### src/rtl/rfsb_pkg.sv
package rfsb_pkg;
  typedef enum logic [1:0] {
    CMD_NONE  = 2'b00,
    CMD_PRESB = 2'b01,
    CMD_REFSB = 2'b10,
    CMD_RFMSB = 2'b11
  } sb_cmd_e;

  typedef enum logic {
    MODE_REGULAR = 1'b0,
    MODE_PULLIN  = 1'b1
  } sb_mode_e;
endpackage

### src/rtl/rfsb_interval_timer.sv
module rfsb_interval_timer #(
  parameter int T_REFSB = 390
) (
  input  logic clk,
  input  logic rst_n,
  output logic due_o
);
  localparam int TW = $clog2(T_REFSB + 1);
  localparam logic [TW-1:0] RELOAD = TW'(T_REFSB);

  logic [TW-1:0] cnt_q, cnt_d;

  always_comb begin
    due_o = (cnt_q == TW'(1));
    cnt_d = due_o ? RELOAD : cnt_q - TW'(1);
  end

  always_ff @(posedge clk or negedge rst_n) begin
    if (!rst_n) cnt_q <= RELOAD;
    else        cnt_q <= cnt_d;
  end

  // the slot counter stays inside its reload range
  a_r2_timer_range: assert property (@(posedge clk) disable iff (!rst_n)
    (cnt_q >= TW'(1)) && (cnt_q <= RELOAD));
endmodule

### src/rtl/rfsb_set_status.sv
module rfsb_set_status #(
  parameter int NUM_GROUPS      = 4,
  parameter int BANKS_PER_GROUP = 4,
  parameter int CNT_W           = 8,
  parameter int RAA_IMT         = 32,
  parameter int RAA_MMT         = 96
) (
  input  logic [NUM_GROUPS*BANKS_PER_GROUP-1:0]       bank_idle_i,
  input  logic [NUM_GROUPS*BANKS_PER_GROUP-1:0]       bank_active_i,
  input  logic [NUM_GROUPS*BANKS_PER_GROUP*CNT_W-1:0] act_cnt_i,
  output logic [BANKS_PER_GROUP-1:0]                  set_busy_o,
  output logic [BANKS_PER_GROUP-1:0]                  set_open_o,
  output logic [BANKS_PER_GROUP-1:0]                  set_mmt_o,
  output logic [BANKS_PER_GROUP-1:0]                  set_imt_o
);
  localparam logic [CNT_W-1:0] LIM_HI = CNT_W'(RAA_MMT);
  localparam logic [CNT_W-1:0] LIM_LO = CNT_W'(RAA_IMT);

  for (genvar s = 0; s < BANKS_PER_GROUP; s++) begin : g_set
    always_comb begin
      set_busy_o[s] = 1'b0;
      set_open_o[s] = 1'b0;
      set_mmt_o[s]  = 1'b0;
      set_imt_o[s]  = 1'b0;
      for (int g = 0; g < NUM_GROUPS; g++) begin
        if (!bank_idle_i[g*BANKS_PER_GROUP+s])  set_busy_o[s] = 1'b1;
        if (bank_active_i[g*BANKS_PER_GROUP+s]) set_open_o[s] = 1'b1;
        if (act_cnt_i[(g*BANKS_PER_GROUP+s)*CNT_W +: CNT_W] >= LIM_HI) set_mmt_o[s] = 1'b1;
        if (act_cnt_i[(g*BANKS_PER_GROUP+s)*CNT_W +: CNT_W] >= LIM_LO) set_imt_o[s] = 1'b1;
      end
    end
  end
endmodule

### src/rtl/rfsb_pick.sv
module rfsb_pick #(
  parameter int N  = 4,
  parameter int SW = (N > 1) ? $clog2(N) : 1
) (
  input  logic [N-1:0]  mask_i,
  input  logic [SW-1:0] start_i,
  output logic          found_o,
  output logic [SW-1:0] idx_o
);
  int p;

  // Search order: start_i+1, start_i+2, ... wrapping, start_i last
  always_comb begin
    found_o = 1'b0;
    idx_o   = '0;
    p       = 0;
    for (int k = 1; k <= N; k++) begin
      p = int'(start_i) + k;
      if (p >= N) p = p - N;
      if (!found_o && mask_i[p]) begin
        found_o = 1'b1;
        idx_o   = SW'(p);
      end
    end
  end
endmodule

### src/rtl/rfsb_refresh_mgr.sv
module rfsb_refresh_mgr #(
  parameter int   NUM_GROUPS      = 4,
  parameter int   BANKS_PER_GROUP = 4,
  parameter int   T_REFSB         = 390,
  parameter int   MAX_POSTPONE    = 2,
  parameter int   MAX_PULLIN      = 2,
  parameter int   CNT_W           = 8,
  parameter int   RAA_IMT         = 32,
  parameter int   RAA_MMT         = 96,
  parameter bit   RFM_EN          = 1'b1,
  parameter int   NB              = NUM_GROUPS * BANKS_PER_GROUP,
  parameter int   SET_W           = (BANKS_PER_GROUP > 1) ? $clog2(BANKS_PER_GROUP) : 1
) (
  input  logic                  clk,
  input  logic                  rst_n,
  input  logic [NB-1:0]         bank_idle_i,
  input  logic [NB-1:0]         bank_active_i,
  input  logic [NB*CNT_W-1:0]   act_cnt_i,
  input  logic                  timing_ready_i,
  input  logic                  cmd_accept_i,
  output logic                  cmd_valid_o,
  output logic [1:0]            cmd_type_o,
  output logic [SET_W-1:0]      cmd_set_o,
  output logic [NB-1:0]         bank_block_o
);
  import rfsb_pkg::*;

  localparam int POST_LIM = MAX_POSTPONE * BANKS_PER_GROUP;
  localparam int PULL_LIM = MAX_PULLIN * BANKS_PER_GROUP;
  localparam int FLEX_W   = $clog2(POST_LIM + PULL_LIM + 2) + 2;
  localparam logic signed [FLEX_W-1:0] FLEX_POST = FLEX_W'(POST_LIM);
  localparam logic signed [FLEX_W-1:0] FLEX_PULL = -FLEX_W'(PULL_LIM);
  localparam logic signed [FLEX_W-1:0] FLEX_ONE  = FLEX_W'(1);
  localparam logic [SET_W-1:0] LAST_SET = SET_W'(BANKS_PER_GROUP - 1);

  // ---------------- status, timer, pickers ----------------
  logic [BANKS_PER_GROUP-1:0] set_busy, set_open, set_mmt, set_imt;
  logic due;

  rfsb_set_status #(
    .NUM_GROUPS(NUM_GROUPS), .BANKS_PER_GROUP(BANKS_PER_GROUP),
    .CNT_W(CNT_W), .RAA_IMT(RAA_IMT), .RAA_MMT(RAA_MMT)
  ) u_status (
    .bank_idle_i(bank_idle_i), .bank_active_i(bank_active_i), .act_cnt_i(act_cnt_i),
    .set_busy_o(set_busy), .set_open_o(set_open), .set_mmt_o(set_mmt), .set_imt_o(set_imt)
  );

  rfsb_interval_timer #(.T_REFSB(T_REFSB)) u_timer (
    .clk(clk), .rst_n(rst_n), .due_o(due)
  );

  // registered state
  sb_mode_e                   mode_q, mode_d;
  logic signed [FLEX_W-1:0]   flex_q, flex_d;
  logic                       due_pend_q, due_pend_d;
  logic                       pend_v_q, pend_v_d;
  logic                       pend_pre_q, pend_pre_d;
  logic                       pend_rfm_q, pend_rfm_d;
  logic                       pend_blk_q, pend_blk_d;
  logic [SET_W-1:0]           pend_set_q, pend_set_d;
  logic [SET_W-1:0]           last_set_q, last_set_d;
  logic [BANKS_PER_GROUP-1:0] done_q, done_d;

  logic             reg_found, pull_found, mmt_found, cand_found;
  logic [SET_W-1:0] reg_idx, pull_idx, mmt_idx, cand_idx;

  rfsb_pick #(.N(BANKS_PER_GROUP), .SW(SET_W)) u_pick_reg (
    .mask_i(~set_busy), .start_i(last_set_q), .found_o(reg_found), .idx_o(reg_idx));
  rfsb_pick #(.N(BANKS_PER_GROUP), .SW(SET_W)) u_pick_pull (
    .mask_i(~set_busy & ~done_q), .start_i(last_set_q), .found_o(pull_found), .idx_o(pull_idx));
  rfsb_pick #(.N(BANKS_PER_GROUP), .SW(SET_W)) u_pick_mmt (
    .mask_i(set_mmt), .start_i(LAST_SET), .found_o(mmt_found), .idx_o(mmt_idx));
  rfsb_pick #(.N(BANKS_PER_GROUP), .SW(SET_W)) u_pick_cand (
    .mask_i(set_imt & ~set_busy), .start_i(LAST_SET), .found_o(cand_found), .idx_o(cand_idx));

  // ---------------- next state ----------------
  logic                       fire, due_any, forced;
  logic signed [FLEX_W-1:0]   flex_dec;
  logic [BANKS_PER_GROUP-1:0] done_upd;
  logic [SET_W-1:0]           next_set;

  always_comb begin
    fire     = pend_v_q & timing_ready_i & cmd_accept_i;
    due_any  = due | due_pend_q;
    forced   = (flex_q == FLEX_POST);
    flex_dec = flex_q - FLEX_ONE;
    done_upd = done_q | (BANKS_PER_GROUP'(1) << pend_set_q);
    next_set = (last_set_q == LAST_SET) ? '0 : last_set_q + SET_W'(1);

    mode_d     = mode_q;
    flex_d     = flex_q;
    due_pend_d = due_pend_q | due;
    pend_v_d   = pend_v_q;
    pend_pre_d = pend_pre_q;
    pend_rfm_d = pend_rfm_q;
    pend_blk_d = pend_blk_q;
    pend_set_d = pend_set_q;
    last_set_d = last_set_q;
    done_d     = done_q;

    // a slot arriving during pull-in ends the pull-in burst
    if (due && mode_q == MODE_PULLIN) mode_d = MODE_REGULAR;

    if (pend_v_q) begin
      if (fire) begin
        if (pend_pre_q) begin
          pend_pre_d = 1'b0;
        end else begin
          pend_v_d   = 1'b0;
          pend_blk_d = 1'b0;
          if (!pend_rfm_q) begin
            flex_d     = flex_dec;
            last_set_d = pend_set_q;
            done_d     = (&done_upd) ? '0 : done_upd;
            mode_d     = (flex_dec > FLEX_PULL && !due_any) ? MODE_PULLIN : MODE_REGULAR;
          end
        end
      end
    end else if (RFM_EN && mmt_found) begin
      pend_v_d   = 1'b1;
      pend_rfm_d = 1'b1;
      pend_blk_d = 1'b1;
      pend_set_d = mmt_idx;
      pend_pre_d = set_open[mmt_idx];
    end else if (mode_q == MODE_REGULAR && due_any) begin
      due_pend_d = 1'b0;
      flex_d     = flex_q + FLEX_ONE;
      if (reg_found || forced) begin
        pend_v_d   = 1'b1;
        pend_rfm_d = 1'b0;
        pend_blk_d = !reg_found;
        pend_set_d = reg_found ? reg_idx : next_set;
        pend_pre_d = set_open[reg_found ? reg_idx : next_set];
      end
    end else if (mode_q == MODE_PULLIN) begin
      if (pull_found) begin
        pend_v_d   = 1'b1;
        pend_rfm_d = 1'b0;
        pend_blk_d = 1'b0;
        pend_set_d = pull_idx;
        pend_pre_d = set_open[pull_idx];
      end else begin
        mode_d = MODE_REGULAR;
      end
    end else if (RFM_EN && cand_found) begin
      pend_v_d   = 1'b1;
      pend_rfm_d = 1'b1;
      pend_blk_d = 1'b0;
      pend_set_d = cand_idx;
      pend_pre_d = set_open[cand_idx];
    end
  end

  // ---------------- registers ----------------
  always_ff @(posedge clk or negedge rst_n) begin
    if (!rst_n) begin
      mode_q     <= MODE_REGULAR;
      flex_q     <= '0;
      due_pend_q <= 1'b0;
      pend_v_q   <= 1'b0;
      pend_pre_q <= 1'b0;
      pend_rfm_q <= 1'b0;
      pend_blk_q <= 1'b0;
      pend_set_q <= '0;
      last_set_q <= LAST_SET;
      done_q     <= '0;
    end else begin
      mode_q     <= mode_d;
      flex_q     <= flex_d;
      due_pend_q <= due_pend_d;
      pend_v_q   <= pend_v_d;
      pend_pre_q <= pend_pre_d;
      pend_rfm_q <= pend_rfm_d;
      pend_blk_q <= pend_blk_d;
      pend_set_q <= pend_set_d;
      last_set_q <= last_set_d;
      done_q     <= done_d;
    end
  end

  // ---------------- outputs ----------------
  always_comb begin
    cmd_valid_o = pend_v_q;
    cmd_set_o   = pend_set_q;
    if (!pend_v_q)      cmd_type_o = CMD_NONE;
    else if (pend_pre_q) cmd_type_o = CMD_PRESB;
    else if (pend_rfm_q) cmd_type_o = CMD_RFMSB;
    else                 cmd_type_o = CMD_REFSB;
  end

  for (genvar b = 0; b < NB; b++) begin : g_blk
    assign bank_block_o[b] = pend_v_q & pend_blk_q & (pend_set_q == SET_W'(b % BANKS_PER_GROUP));
  end

  // ---------------- assertions ----------------
  // a request not taken stays unchanged
  a_r10_hold_stable: assert property (@(posedge clk) disable iff (!rst_n)
    (cmd_valid_o && !(timing_ready_i && cmd_accept_i)) |=>
      (cmd_valid_o && $stable(cmd_type_o) && $stable(cmd_set_o)));

  // an accepted set precharge is followed by its refresh on the same set
  a_r6_pre_follow: assert property (@(posedge clk) disable iff (!rst_n)
    (cmd_valid_o && cmd_type_o == CMD_PRESB && timing_ready_i && cmd_accept_i) |=>
      (cmd_valid_o && cmd_type_o != CMD_PRESB && $stable(cmd_set_o) && $stable(bank_block_o)));

  // blocking only accompanies a request
  a_r5_block_needs_cmd: assert property (@(posedge clk) disable iff (!rst_n)
    (|bank_block_o) |-> cmd_valid_o);

  // postpone debt and pull-in credit stay within their bounds
  a_r4_flex_range: assert property (@(posedge clk) disable iff (!rst_n)
    (flex_q >= FLEX_PULL) && (flex_q <= FLEX_POST + FLEX_ONE));

  // pull-in never starts once the credit bound is reached
  a_r7_pullin_bound: assert property (@(posedge clk) disable iff (!rst_n)
    (mode_q == MODE_PULLIN) |-> (flex_q > FLEX_PULL));
endmodule

### config.mk
export PLATFORM = sky130hd
export DESIGN_NAME = rfsb_refresh_mgr
export DESIGN_NICKNAME = d
export VERILOG_FILES = /design/src/rtl/rfsb_pkg.sv /design/src/rtl/rfsb_interval_timer.sv /design/src/rtl/rfsb_set_status.sv /design/src/rtl/rfsb_pick.sv /design/src/rtl/rfsb_refresh_mgr.sv
export SDC_FILE = /design/constraint.sdc
export NUM_CORES = 1
export LEC_CHECK = 0
export ABC_AREA = 1
export BUFFER_PORTS_ARGS = -buffer_cell sky130_fd_sc_hd__buf_2
export CAP_MARGIN = 10
export CORE_ASPECT_RATIO = 1.4
export CORE_MARGIN = 4
export CORE_UTILIZATION = 49
export DETAILED_ROUTE_END_ITERATION = 16
export PLACE_DENSITY = 0.94
export REMOVE_ABC_BUFFERS = 1
export SLEW_MARGIN = 20
export SYNTH_ARGS = -nofsm -noshare
export SYNTH_HDL_FRONTEND = slang
export SYNTH_SLANG_ARGS = --single-unit
### constraint.sdc
create_clock -name clk -period 6.1 [get_ports clk]
set_input_delay 0.305 -clock clk [delete_from_list [all_inputs] [get_ports clk]]
set_output_delay 0.305 -clock clk [all_outputs]
set_load 0.02 [all_outputs]
=== Word-level counts from Yosys, hierarchy flattened ===
Index checks and enable logic that the tools add are counted.
Widths: inputs -> output; s select.

* Register bits after elaboration: 30
* Input port bits: 164
* Output and inout port bits: 21
* Logic and storage cells: 333

* $add $sub $neg: 12
* Order comparisons: 45
* Eq/ne operators: 14
* Shift operators: 1
* Mux-type cells: 193
* Bitwise logic cells: 17
* Reduce and logical (&&, ||, !) cells: 40

{| class="wikitable"
|+ Operator list
! kind !! number
|-
| $mux 1 || 147
|-
| $ge 32x4->1 const B || 4
|-
| $ge 8x6->1 const B || 16
|-
| $ge 8x7->1 const B || 16
|-
| $lt 32x4->1 const B || 4
|-
| $mux 32 || 4
|-
| $sub 32x4->32 const B || 4
|-
| $mux 2 || 22
|-
| $mux 7 || 6
|-
| $bmux 1 s2 || 12
|-
| $reduce_and 4->1 || 4
|-
| $logic_and 1x1->1 || 15
|-
| $logic_not 1->1 || 14
|-
| $lt 2x3->1 const B || 4
|-
| $reduce_and 5->1 || 2
|-
| $eq 9x1->1 const B || 1
|-
| $mux 9 || 1
|-
| $sub 9x1->9 const B || 1
|-
| $and 4x4->4 || 2
|-
| $not 4->4 || 2
|-
| $add 7x2->7 const B || 1
|-
| $and 1x1->1 || 7
|-
| $eq 7x5->1 const B || 1
|-
| $gt 7x4->1 const B || 1
|-
| other kinds (23) || 31
|}

=== Depth between registers and ports, before layout ===
* Depth after elaboration: 26
* Gate-level depth with buffers: 19
* Gate-level depth less buffers: 19

=== Modules after synthesis ===
Synthesis repeated with hierarchy kept, for this count alone.

* Cells, all modules: 642
* Area, all modules: 3,871.2 sq um

{| class="wikitable"
|+ Modules (own cells, without submodules)
! module !! times used !! cells an instance !! area each (sq um) !! seq. area each (sq um)
|-
| rfsb_refresh_mgr || 1 || 284 || 1,818.0 || 528.0
|-
| rfsb_pick || 4 || 49 || 290.3 || 0.0
|-
| rfsb_interval_timer || 1 || 68 || 516.7 || 230.2
|-
| rfsb_set_status || 1 || 94 || 375.4 || 0.0
|}

=== Least setup slack after synthesis ===
No wires, ideal clock.

* Path type: reg-to-reg
* Start point: register last_set_q[1]
* End point: register pend_pre_q
* Library setup time: 0.120 ns
* Arrival: 1.939 ns
* Data required time: 5.980 ns
* Path slack: 4.041 ns
* Cell stages (with the launch flop): 15
* Path buffers: 1
* Period minus slack after synthesis: 2.059 ns
* Cells stage by stage: dfstp_2 > ha_1 > buf_2 > inv_2 > nand3_1 > nand2_2 > nand4_1 > a21oi_1 > nand3_1 > nand2_1 > nand2_1 > nand2_1 > nand2_1 > nand3_1 > nand2_1

* Longest elaborated chain between the ends: 23
* Elaborated cells between the ends (all ways): 86
* Classes of those cells: add/sub (9); order compare (4); eq/ne (3); mux (56); reduce/logical (14)

{| class="wikitable"
|+ Ends and longest elaborated chain
! item !! RTL line !! source
|-
| start, declared || rfsb_refresh_mgr.sv:61 || <nowiki>logic [SET_W-1:0] last_set_q, last_set_d;</nowiki>
|-
| start signal, assigned || rfsb_refresh_mgr.sv:176 || <nowiki>last_set_q <= last_set_d;</nowiki>
|-
| $add 2x1->3 || rfsb_pick.sv:18 || <nowiki>p = int'(start_i) + k;</nowiki>
|-
| $sub 32x4->32 or $ge 32x4->1 (tied branches) || rfsb_pick.sv:19 || <nowiki>if (p >= N) p = p - N;</nowiki>
|-
| $mux 32 || rfsb_pick.sv:19 ||
|-
| $bmux 1 s2 || rfsb_pick.sv:20 || <nowiki>if (!found_o && mask_i[p]) begin</nowiki>
|-
| $mux 1 (not written as such) (2 in series) || rfsb_pick.sv:20 ||
|-
| $mux 1 || rfsb_pick.sv:20 ||
|-
| $logic_not 1->1 || rfsb_pick.sv:20 ||
|-
| $logic_and 1x1->1 || rfsb_pick.sv:20 ||
|-
| (+6 left out) || n/a ||
|-
| $mux 2 or $mux 1 (tied branches) || rfsb_pick.sv:20 ||
|-
| $bmux 1 s2 or $mux 2 (tied branches) || rfsb_refresh_mgr.sv:141, rfsb_refresh_mgr.sv:133 ||
|-
| $mux 1 (not written as such) or $bmux 1 s2 (tied branches) || rfsb_refresh_mgr.sv:141, rfsb_refresh_mgr.sv:133 ||
|-
| $mux 1 (on tied branches) || rfsb_refresh_mgr.sv:136, rfsb_refresh_mgr.sv:133 ||
|-
| $mux 1 (on tied branches) || rfsb_refresh_mgr.sv:135, rfsb_refresh_mgr.sv:128 ||
|-
| $mux 1 || rfsb_refresh_mgr.sv:125 || <nowiki>end else if (mode_q == MODE_REGULAR && due_any) begin</nowiki>
|-
| $mux 1 || rfsb_refresh_mgr.sv:119 || <nowiki>end else if (RFM_EN && mmt_found) begin</nowiki>
|-
| $mux 1 || rfsb_refresh_mgr.sv:104 || <nowiki>if (pend_v_q) begin</nowiki>
|-
| end signal, assigned || rfsb_refresh_mgr.sv:172 || <nowiki>pend_pre_q <= pend_pre_d;</nowiki>
|-
| end, declared || rfsb_refresh_mgr.sv:57 || <nowiki>logic pend_pre_q, pend_pre_d;</nowiki>
|}

Several ways; a longest one is shown, not always the timed one. The select of a mux whose other input is x is not followed.
A chain may end at the register's enable or synchronous reset.

=== Final worst setup path ===
* Start point: register last_set_q[0]
* End point: register pend_set_q[1] (netlist: cmd_set_o[1])

* Longest elaborated chain between the ends: 20
* Elaborated cells between the ends (all ways): 81
* Classes of those cells: add/sub (9); order compare (4); eq/ne (3); mux (51); reduce/logical (14)

{| class="wikitable"
|+ Ends and longest elaborated chain
! item !! RTL line !! source
|-
| $add 2x1->3 || rfsb_pick.sv:18 ||
|-
| $sub 32x4->32 or $ge 32x4->1 (tied branches) || rfsb_pick.sv:19 ||
|-
| $mux 32 || rfsb_pick.sv:19 ||
|-
| $bmux 1 s2 || rfsb_pick.sv:20 ||
|-
| $mux 1 (not written as such) (2 in series) || rfsb_pick.sv:20 ||
|-
| $mux 1 || rfsb_pick.sv:20 ||
|-
| $logic_not 1->1 || rfsb_pick.sv:20 ||
|-
| $logic_and 1x1->1 || rfsb_pick.sv:20 ||
|-
| (+3 left out) || n/a ||
|-
| $mux 1 || rfsb_pick.sv:20 ||
|-
| $logic_not 1->1 || rfsb_pick.sv:20 ||
|-
| $logic_and 1x1->1 || rfsb_pick.sv:20 ||
|-
| $mux 2 or $mux 1 (tied branches) || rfsb_pick.sv:20 ||
|-
| $mux 2 (on tied branches) || rfsb_refresh_mgr.sv:136, rfsb_refresh_mgr.sv:132 ||
|-
| $mux 2 (on tied branches) || rfsb_refresh_mgr.sv:135, rfsb_refresh_mgr.sv:128 ||
|-
| $mux 2 || rfsb_refresh_mgr.sv:125 ||
|-
| $mux 2 || rfsb_refresh_mgr.sv:119 ||
|-
| end signal, assigned || rfsb_refresh_mgr.sv:175 || <nowiki>pend_set_q <= pend_set_d;</nowiki>
|-
| end, declared || rfsb_refresh_mgr.sv:60 || <nowiki>logic [SET_W-1:0] pend_set_q, pend_set_d;</nowiki>
|}

Several ways; a longest one is shown, not always the timed one. The select of a mux whose other input is x is not followed.

==> flow_summary.yaml <==
run_status:
  status: "completed"
floorplanning:
  io-pin-count: 185
  core_area_um2: 6254
  die_h_um: 103.3
  initial_utilization: 0.5078
  die_width_um: 76.04
  floorplan.die_area_um2: 7851
  std_cell_rows: 34
cells_and_area:
  multi_input_comb_area_um2: 1998
  fin_cells: 640
  total_area_of_sequential_cells_um2: 758.2
  fin_nets: 737
  post_synthesis_to_final_layout_area_growth_pct: 17.10
  fillerInstances: 574
  final_layout_size_suffix_gt1_frac: 0.3257
  finalCoreUtilization: 0.5946
  antennaDiodeCount: 0
global_routing:
  gr-usage-met3: 0.03899
  grt-busiest-layer: "met2"
  first_pass_grt_wire_length_mm: 13.61
  global_route_overflow: 0
  first_global_vias: 3293
  grt_use_total: 0.2056
  groute.layer.met2.usage: 0.3898
  grt_antenna_before_repair: 0
  maximum_number_of_pins_on_one_net_before_global_route_repair: 31
  use_met1: 0.2131
critical_path:
  crit-reg2reg-launch: "last_set_q[0]$_DFFE_PN1P_"
  required_ns: 6.27
  critical_path.slowest_cell: "dfstp_2"
  start_kind: "register"
  critical_path.max_stage_delay_ns: 0.67
  cp-end-kind: "register"
  critical_path.max_fanout: 9
  path_cells: "ha_1 -> inv_2 -> nand2_2 -> nand2_1 -> nor2_4 -> nand3_4 -> inv_2 -> nand2_1 -> nand2_1 -> inv_2 -> nand2_1 -> o211ai_1 -> o21ai_1 -> nand2_1"
  r2r_setup_slack_ns: 3.65
  timing.critical_path.from: "last_set_q[0]$_DFFE_PN1P_"
  critical_path_arrival_ns: 2.62
  path_common_cell: "nand2_1"
  worst-setup-path-type: "register to register"
timing:
  setup_slack_ns: 3.652
  report.final.slew_viol_count: 0
  finalSetupViolCount: 0
  fmax_mhz: 408.5
  slew_headroom: 0.5622
  finalSetupTns_ns: 0
  final.setup_skew_ns: 0.003213
  max_slew.worst_pin.slew_ns: 0.6566
  final-hold-violation-count: 0
  rsz0062_at_grt: "false"
  finalCriticalPeriod_ns: 2.448
  min_period_over_period: 0.4014
yosys:
  synth.ff_latch_count: 30
  largest_family_of_logic_cells_by_synthesized_area: "simple AND/OR/NAND/NOR gates"
  synth_simple_gate_area_frac: 0.4488
  yosys_most_used_dff: "dfrtp_1"
  yosysUniqueCellTypes: 49
  syn-cell-area_um2: 3176
  synth.avg_cell_area_um2: 6.657
  muxShareOfSynthArea: 0
  synth_warnings: 0
  synth_seq_area_share: 0.2388
  synth-xor-area-share: 0.02758
  post_synthesis_share_of_cell_area_spent_on_full_adders_half_adders_and_majority_gates: 0.02364
  synthesis.instances: 477
  synth_edf_count: 0
  synth_compound_gate_area_share: 0.1292
  synthArstFlopShare: 1.000
clock_network:
  clock_path_buffers: 2
  cts_tree: "done"
  clock-root-buffer: "clkbuf_8"
  number_of_buffers_added_to_fix_hold_violations_after_cts: 0
  post_cts_resized: 0
  cts.sinks: 30
  clock_latency_ns: 0.28
  clock_input_transition_at_the_sequential_cells_of_the_worst_setup_and_hold_paths_ns: 0.06
  post_cts.repair.setup_buffers: 0
  cts_inserted_buffers: 5
  clock_tree.htree_level_count: 2
power_and_ir_drop:
  power.switching_fraction: 0.4731
  ir_drop_v: 0.0001266
  power.internal_uw: 534.4
  cellPowerDensity_nw_per_um2: 272.8
  comb_power_share: 0.519
  pwr-share-clk: 0.163
  power_frac_seq: 0.319
  power.leakage_nw: 2.019
  design_power_total_mw: 1.014
  power.net_switching_uw: 479.9
min_path:
  type_of_the_worst_min_delay_path: "primary input to async pin"
route:
  detailedRoute.firstIterationViolations: 114
  drtPass1Iterations: 5
  detail_route.wl_per_cell_um: 12.54
  route.detailed.vias_per_inst: 5.333
  totalWireLength_mm: 8.024
  drc_errors: 0
  total_number_of_vias: 3413
  detail-route-antenna-nets: 0
job:
  timing.max_cap.violations: 0
placement:
  numPlacedInstances: 632
  preCtsSetupSlack_ns: 3.716
  port_buffers: 104
  hpwlAfterDp_mm: 6.619
  finalWeightedCongestion: 0.9156
metrics by stage:
stage | hold WS (ns) | area [µm²]
3_5_place_dp | 0.3746 | 3627
3_3_place_gp | 0.3624 | 3627
4_1_cts | 0.06747 | 3719
6_report | 0.05041 | 3719
5_1_grt | 0.1043 | 3719
2_1_floorplan | 0.009409 | 3017
placed cells by master (no fill, tap or decap), types with 2 or more instances in the layout:
| cell | instances |
|---|---|
| nor3_2 | 2 |
| nand3_1 | 52 |
| nand3_4 | 2 |
| clkbuf_8 | 6 |
| ha_1 | 6 |
| nand3_2 | 2 |
| or4_1 | 2 |
| dfrtp_1 | 24 |
| nand2_4 | 2 |
| nand2_1 | 112 |
| nand2_2 | 21 |
| nor2_2 | 5 |
| nor2_8 | 2 |
| nand4_4 | 2 |
| dfstp_2 | 6 |
| nor4_1 | 2 |
| inv_1 | 54 |
| xor2_1 | 10 |
| inv_2 | 12 |
| nor2_1 | 45 |
| nor2_4 | 6 |
| a21oi_1 | 19 |
| nor3_1 | 6 |
| o21ai_1 | 6 |
| buf_2 | 104 |
| nand4_1 | 9 |
| o31ai_1 | 2 |
| o22ai_1 | 5 |
| o211ai_1 | 4 |
| o21ai_0 | 20 |
registers in the layout, indices dropped and copies added, names as in the netlist:
name and cells:
done_q 4, cmd_valid_o 1, mode_q 1, u_timer.cnt_q 9
last_set_q 2, due_pend_q 1, pend_rfm_q 1, pend_pre_q 1
cmd_set_o 2, pend_blk_q 1, flex_q 7
worst max-delay path: cells and delay by family, from the launching register on:
kind | cells | cell delay (ns)
AND/OR/NAND/NOR | 8 | 0.78
flip-flops | 1 | 0.67
adder cells (fa/ha/maj) | 1 | 0.35
buffers and inverters | 3 | 0.29
AO/OA/AOI/OAI | 2 | 0.24
power groups by stage:
stage | Clock [mW] | Sequential [mW] | Combinational [mW]
6_report | 0.165 | 0.323 | 0.526
5_1_grt | 0.178 | 0.332 | 0.596
4_1_cts | 0.169 | 0.321 | 0.528
3_5_place_dp | 0 | 0.325 | 0.524
3_3_place_gp | 0 | 0.321 | 0.508
2_1_floorplan | 0 | 0.313 | 0.388
cell usage after synthesis, types with 9 or more instances:
library cell / number / share of area
inv_1: 54 / 0.064
o21ai_0: 20 / 0.032
nor2_1: 45 / 0.053
a21oi_1: 19 / 0.030
xor2_1: 10 / 0.028
buf_4: 14 / 0.033
nand2_2: 21 / 0.041
nand4_1: 9 / 0.018
dfrtp_1: 24 / 0.19
nand2_1: 112 / 0.13
inv_2: 12 / 0.014
nand3_1: 52 / 0.082
cell families after synthesis:
group                    Yosys count
buffers and inverters             89
AO/OA/AOI/OAI                     65
flip-flops                        30
XOR/XNOR                          10
adder cells (fa/ha/maj)            6
AND/OR/NAND/NOR                  277
final timing paths:
kind / end / cells past startpoint
worst max-delay path: cmd_set_o[1]$_DFFE_PN0P_ / 14
worst min-delay path: done_q[1]$_DFFE_PN0P_ / 1
worst max register to register: cmd_set_o[1]$_DFFE_PN0P_ / 14
worst min register to register: u_timer.cnt_q[0]$_DFF_PN0_ / 1
max in group asynchronous: u_timer.cnt_q[4]$_DFF_PN0_ / 1
min in group clk: cmd_valid_o$_DFF_PN0_ / 4
area by class of cell:
cell class / count / share of cell area
clock inverters: 1 / 0.001346
well taps: 72 / 0.02423
clock buffers: 7 / 0.02322
multi-input cells: 358 / 0.5373
inverters: 68 / 0.06999
flip-flops and latches: 30 / 0.2039
repair buffers: 104 / 0.1400
routing by layer:
metal  share of wire  routed length [µm]
met5               0                   0
met4           0.032                 256
met3           0.074                 590
met2            0.52                4186
met1            0.37                2990
(Power assumes the default switching activity.)
